--- config.mk ---
export PLATFORM = sky130hd
export DESIGN_NAME = spi_irq_wrap
export DESIGN_NICKNAME = d
export VERILOG_FILES = /design/src/rtl/spi_irq_pkg.sv /design/src/rtl/irq_status_bank.sv /design/src/rtl/soft_reset_fsm.sv /design/src/rtl/spi_irq_wrap.sv
export SDC_FILE = /design/constraint.sdc
export NUM_CORES = 1
export LEC_CHECK = 0
export BUFFER_PORTS_ARGS = -buffer_cell sky130_fd_sc_hd__buf_2
export CAP_MARGIN = 20
export CORE_MARGIN = 2
export CORE_UTILIZATION = 41
export DETAILED_ROUTE_END_ITERATION = 12
export GPL_TIMING_DRIVEN = 0
export MAX_ROUTING_LAYER = met4
export PLACE_DENSITY_LB_ADDON = 0.05
export SETUP_SLACK_MARGIN = 0.2
export SYNTH_ARGS = -nofsm -noshare
export SYNTH_HDL_FRONTEND = slang
export SYNTH_HIERARCHICAL = 1
export SYNTH_SLANG_ARGS = --single-unit
--- constraint.sdc ---
create_clock -name clk -period 2.3 [get_ports clk]
set_input_delay 0.115 -clock clk [delete_from_list [all_inputs] [get_ports clk]]
set_output_delay 0.115 -clock clk [all_outputs]
set_load 0.05 [all_outputs]
--- src/rtl/spi_irq_pkg.sv ---
package spi_irq_pkg;
    localparam int unsigned NUM_SRC = 7;

    localparam logic [7:0] OFF_GIE    = 8'h1C;
    localparam logic [7:0] OFF_STATUS = 8'h20;
    localparam logic [7:0] OFF_ENABLE = 8'h28;
    localparam logic [7:0] OFF_SRST   = 8'h40;

    localparam logic [31:0] SRST_KEY = 32'h0000_000A;

    typedef enum logic [1:0] {
        RS_IDLE  = 2'd0,
        RS_PULSE = 2'd1,
        RS_FAULT = 2'd2
    } rst_state_e;
endpackage

--- src/rtl/irq_status_bank.sv ---
module irq_status_bank #(
    parameter int unsigned NSRC   = 7,
    parameter int unsigned DATA_W = 32
) (
    input  logic              clk,
    input  logic              rst_n,
    input  logic              soft_clr,
    input  logic [NSRC-1:0]   evt_i,
    input  logic              wr_status,
    input  logic              wr_enable,
    input  logic              wr_gie,
    input  logic [DATA_W-1:0] wdata,
    output logic [NSRC-1:0]   status_o,
    output logic [NSRC-1:0]   enable_o,
    output logic              gie_o,
    output logic              irq_o
);
    localparam int unsigned GIE_BIT = DATA_W - 1;

    logic [NSRC-1:0] clr_mask;
    logic [NSRC-1:0] enable_q;
    logic            gie_q;

    assign clr_mask = wr_status ? wdata[NSRC-1:0] : '0;

    // One sticky flop per source: a set beats a clear, soft reset beats both.
    for (genvar i = 0; i < NSRC; i++) begin : g_src
        logic bit_q;
        always_ff @(posedge clk) begin
            if (!rst_n || soft_clr) begin
                bit_q <= 1'b0;
            end else if (evt_i[i]) begin
                bit_q <= 1'b1;
            end else if (clr_mask[i]) begin
                bit_q <= 1'b0;
            end
        end
        assign status_o[i] = bit_q;
    end

    always_ff @(posedge clk) begin
        if (!rst_n || soft_clr) begin
            enable_q <= '0;
            gie_q    <= 1'b0;
        end else begin
            if (wr_enable) begin
                enable_q <= wdata[NSRC-1:0];
            end
            if (wr_gie) begin
                gie_q <= wdata[GIE_BIT];
            end
        end
    end

    assign enable_o = enable_q;
    assign gie_o    = gie_q;
    assign irq_o    = gie_q & (|(status_o & enable_q));

    // every pulsed source is set one cycle later, clear or not
    p_set_wins_r4: assert property (@(posedge clk) disable iff (!rst_n)
        (evt_i != '0 && !soft_clr) |=> ((status_o & $past(evt_i)) == $past(evt_i)));

    // cleared bits with no colliding event read zero afterwards
    p_w1c_r3: assert property (@(posedge clk) disable iff (!rst_n)
        (wr_status && !soft_clr && ((wdata[NSRC-1:0] & ~evt_i) != '0))
        |=> ((status_o & $past(wdata[NSRC-1:0] & ~evt_i)) == '0));

    // soft reset leaves no interrupt behind
    p_soft_clear_r8: assert property (@(posedge clk) disable iff (!rst_n)
        soft_clr |=> (!irq_o && status_o == '0 && enable_o == '0 && !gie_o));
endmodule

--- src/rtl/soft_reset_fsm.sv ---
module soft_reset_fsm
    import spi_irq_pkg::*;
#(
    parameter int unsigned DATA_W = 32
) (
    input  logic              clk,
    input  logic              rst_n,
    input  logic              key_wr,
    input  logic [DATA_W-1:0] wdata,
    output logic              key_accept_o,
    output logic              core_rst_o,
    output logic              key_err_o
);
    rst_state_e state_q, state_d;
    logic       key_match;

    assign key_match = (wdata == DATA_W'(SRST_KEY));

    always_ff @(posedge clk) begin
        if (!rst_n) begin
            state_q <= RS_IDLE;
        end else begin
            state_q <= state_d;
        end
    end

    always_comb begin
        state_d = state_q;
        unique case (state_q)
            RS_IDLE, RS_FAULT: begin
                if (key_wr && key_match) begin
                    state_d = RS_PULSE;      // T_KEY_OK
                end else if (key_wr) begin
                    state_d = RS_FAULT;      // T_KEY_BAD
                end
            end
            RS_PULSE: state_d = RS_IDLE;     // T_PULSE_DONE
            default:  state_d = RS_IDLE;
        endcase
    end

    always_comb begin
        core_rst_o   = 1'b0;
        key_err_o    = 1'b0;
        key_accept_o = 1'b0;
        unique case (state_q)
            RS_IDLE:  key_accept_o = key_wr && key_match;
            RS_PULSE: core_rst_o   = 1'b1;
            RS_FAULT: begin
                key_err_o    = 1'b1;
                key_accept_o = key_wr && key_match;
            end
            default: ;
        endcase
    end

    // reset pulse is a single cycle
    p_pulse_single_r8: assert property (@(posedge clk) disable iff (!rst_n)
        core_rst_o |=> !core_rst_o);

    // an accepted key produces the pulse on the next cycle
    p_key_pulse_r8: assert property (@(posedge clk) disable iff (!rst_n)
        key_accept_o |=> core_rst_o);

    // a wrong key raises the error and no pulse
    p_bad_key_r9: assert property (@(posedge clk) disable iff (!rst_n)
        (key_wr && !key_match && !core_rst_o) |=> (key_err_o && !core_rst_o));
endmodule

--- src/rtl/spi_irq_wrap.sv ---
module spi_irq_wrap
    import spi_irq_pkg::*;
#(
    parameter int unsigned NSRC   = NUM_SRC,
    parameter int unsigned ADDR_W = 8,
    parameter int unsigned DATA_W = 32
) (
    input  logic              clk,
    input  logic              rst_n,
    input  logic [NSRC-1:0]   evt,
    input  logic              reg_wr,
    input  logic [ADDR_W-1:0] reg_addr,
    input  logic [DATA_W-1:0] reg_wdata,
    output logic [DATA_W-1:0] reg_rdata,
    output logic              irq,
    output logic              core_rst,
    output logic              key_err
);
    localparam int unsigned GIE_BIT = DATA_W - 1;

    logic            sel_gie, sel_status, sel_enable, sel_srst;
    logic            key_accept;
    logic [NSRC-1:0] status, enable;
    logic            gie;

    assign sel_gie    = (reg_addr == ADDR_W'(OFF_GIE));
    assign sel_status = (reg_addr == ADDR_W'(OFF_STATUS));
    assign sel_enable = (reg_addr == ADDR_W'(OFF_ENABLE));
    assign sel_srst   = (reg_addr == ADDR_W'(OFF_SRST));

    soft_reset_fsm #(.DATA_W(DATA_W)) u_srst (
        .clk          (clk),
        .rst_n        (rst_n),
        .key_wr       (reg_wr && sel_srst),
        .wdata        (reg_wdata),
        .key_accept_o (key_accept),
        .core_rst_o   (core_rst),
        .key_err_o    (key_err)
    );

    irq_status_bank #(.NSRC(NSRC), .DATA_W(DATA_W)) u_bank (
        .clk       (clk),
        .rst_n     (rst_n),
        .soft_clr  (key_accept),
        .evt_i     (evt),
        .wr_status (reg_wr && sel_status),
        .wr_enable (reg_wr && sel_enable),
        .wr_gie    (reg_wr && sel_gie),
        .wdata     (reg_wdata),
        .status_o  (status),
        .enable_o  (enable),
        .gie_o     (gie),
        .irq_o     (irq)
    );

    always_comb begin
        reg_rdata = '0;
        if (sel_gie) begin
            reg_rdata[GIE_BIT] = gie;
        end else if (sel_status) begin
            reg_rdata[NSRC-1:0] = status;
        end else if (sel_enable) begin
            reg_rdata[NSRC-1:0] = enable;
        end else if (sel_srst) begin
            reg_rdata[0] = key_err;
        end
    end

    // no interrupt while the global enable is off
    p_gie_gate_r7: assert property (@(posedge clk) disable iff (!rst_n)
        (!gie) |-> !irq);
endmodule

==> out/qor.txt <==
Cell Count, Final, Fillers Out - 257
Clock Sink Count - 17
CTS Buf Count - 3
Final WL - 3060 um
Via density - 4.68
Crit path max-delay family - simple AND/OR/NAND/NOR gates
Worst path cell trace - buf_2 > or4b_4 > nor2_1 > and2_1 > nand4_1 > nor4_2 > nor2b_1 > nand2b_4 > buf_6 > o21ba_1
Maximum vdd ir drop - 0.303 mV
Num ports - 85
P per Cell Area - 409 nW/um2
Syn. warnings - 6
Remaining antenna violation count - 0
Tcrit/Tclk final - 84.2%
Unrepaired setup endpoints after global routing - false
Post-synthesis async set-or-reset flop share - 0%
Pre-antenna DRT Iters - 8
Nets@finish - 277
Violated checks - design-rule violations
Initial DRC Count - 34
Cell Count Post-Placement - 253
Layout cells sized above 1 - 46.9%
Clock Skews - 0.00190 ns
H-tree Lvls - 1
CP required - 2.48 ns
Synth Cell Area - 1230 um2
Clock Path Buffers - 2
Seq pwr share - 44.7%
Combinational fraction of design power - 32.7%
# setup viols final - 0
Avg WL per Cell - 11.9 um
Cts repair resizes - 0
CTS tree - done
Largest cells by area after synthesis - dfxtp_1 28%, buf_4 19%, mux2i_1 11%, nor2_1 6.1%, o21ba_1 5.7%
CP peak stage delay - 0.54 ns
Die ar. - 3470 um2
Min-delay worst type - input pin to flop
Synth Area per Inst - 8.88 um2
Sequential cell area - 340 um2
Die span in x - 58.9 um
Pint - 460 uW
Final Hold Viols - 0
CP arrival - 2.12 ns
Design area - 1690 um2
Clock share of power - 22.6%
EDFF count, synth - 0
Core area - 2810 um2
Global-route wire length before repair - 4550 um
Die Ht - 58.9 um
Max-cap violations - 0
Site Rows - 19
Fmax achieved - 516 MHz
Slowest stage cell, crit path - or4b_4
Max Fanout on Critical Path - 10
Synth top cells by count - 32 x buf_4, 20 x nor2_1, 17 x dfxtp_1, 14 x mux2i_1
Reg clk slew, reported paths - 0.10 ns
Ant. Diodes - 0
Pre-CTS WS - 0.0417 ns
Vias in the first global route - 1019
Slew @ Worst Pin - 0.537 ns
Fin. max-slew vios - 0
Startpoint Class - input pin
Clock root cell - clkbuf_4
Clk_lat worst skew - 0.28 ns
HPWL after DPL - 2500 um
Initial antenna violation count - 0
Most common cell in the netlist - buf_4
Setup TNS - 0 ns
Yosys cell types - 30
Min Tclk post-route - 1.94 ns
Synth area leader - dfxtp_1
Crit end category - flop
WP buf/inv - 2
Post-CTS setup buffer count - 0
Rel. slew slack - 64.1%
Top FF cell, synth - dfxtp_1
Status - finished, violations left
Placer congestion estimate - 0.789
Lkg Pwr - 0.000883 uW
Vias post-DR - 1204
GRT overflow - 0
Fill count - 270
Seq/Total Area, Yosys - 27.6%
Sw power - 233 uW
DP Area - 1670 um2
I/O Buffers - 60
Area of the multi-input gates - 712 um2
Total GRT Usage - 17.8%
Synth Register Bits - 17
Largest net degree at the start of global routing - 11
Initial Utilization - 44.0%
Synthesized instance count - 139
DR DRC count - 9
Final setup margin - 0.363 ns
Switch share - 33.6%
Final core utilization - 60.4%
WS Path Type - input pin to flop
Area grow syn2layout - 37.2%
Hold buffers post-CTS - 0
Area share of the leading cell type in the synthesized netlist - 27.6%
-- registers in the layout (all words and copies together) (netlist names) --
name,flops
u_bank/g_src.bit_q,7
u_bank/gie_o,1
u_srst/state_q,2
u_bank/enable_o,7
-- logic make-up (layout without fill, tap and decap cells) --
family	Yosys count	in the layout	share of synthesized area, %
AOI/OAI and AO/OA	20	20	14.0
buffers and inverters	37	101	22.3
other	1	24	0.304
DFF	17	17	27.6
and+or+nand+nor	50	50	24.5
muxes	14	14	11.3
-- path summary, 6_finish.rpt --
kind / startpoint / endpoint / slack (ns) / depth (start not counted)
max: reg_addr[5] / u_bank/g_src[2].bit_q$_SDFFE_PP0P_ / 0.36 / 10
min: evt[3] / u_bank/g_src[3].bit_q$_SDFFE_PP0P_ / 0.05 / 2
max reg2reg: u_srst/state_q[0]$_SDFFE_PN0P_ / u_bank/g_src[2].bit_q$_SDFFE_PP0P_ / 1.26 / 4
min reg2reg: u_srst/state_q[0]$_SDFFE_PN0P_ / u_srst/state_q[1]$_SDFFE_PP0P_ / 0.50 / 1
-- worst register-to-register path: cells and delay by family, from the launching register on --
family | cells | cell delay [ns]
AO/OA/AOI/OAI | 1 | 0.22
AND/OR/NAND/NOR | 2 | 0.23
buffers and inverters | 1 | 0.15
flip-flops | 1 | 0.39
-- routing by layer --
layer  part of all wire, %  track usage (%)  vias to the layer above  routed length [um]
met1                    41             20.1                      536                1240
met4                  0.49             4.87                        0                  15
met3                    10             3.08                        2                 305
li1                      -                -                      612                   -
met2                    49             31.9                       54                1500
met5                     0                -                        -                   0
-- per-stage QoR --
stage	power [uW]	hold slack (ns)
floorplan	483	0.248
global placement	537	0.332
detailed placement	541	0.339
CTS	700	0.0363
global route	729	0.0354
finish	693	0.0451
-- cells in the final DEF (no fill, tap or decap) --
cell,instances
buf_2,61
a31oi_1,1
nor4b_1,1
buf_6,2
a222oi_1,1
nand4_1,2
or3_1,1
o21ba_1,7
o32ai_1,1
nor4_1,6
nand2_1,4
dfxtp_1,17
nor2b_1,4
nand2b_1,1
inv_1,2
a22oi_1,2
clkinv_2,1
and2_1,1
buf_4,32
mux2i_1,14
and3b_1,1
or4_1,1
nor3_1,1
a21boi_0,7
conb_1,24
nor4b_2,1
o311a_1,1
or4b_4,2
nor2_1,20
clkbuf_4,3
nor4_2,2
nand2b_4,2
-- cell type report --
cell class / count / share of cell area [%]
sequential: 17 / 20.1
multi-input combinational: 108 / 42.0
timing repair buffer: 60 / 17.7
clock inverter: 1 / 0.295
buffer: 35 / 15.8
tap: 31 / 2.29
clock buffer: 3 / 1.33
inverter: 2 / 0.443
-- power by group through the flow --
stage | Combinational, uW | Sequential, uW | Clock, uW
floorplan | 168 | 315 | 0
CTS | 225 | 310 | 165
global placement | 221 | 316 | 0
finish | 226 | 310 | 157
global route | 240 | 311 | 178
detailed placement | 224 | 317 | 0
No activity file was read; power rests on OpenSTA's default activity.
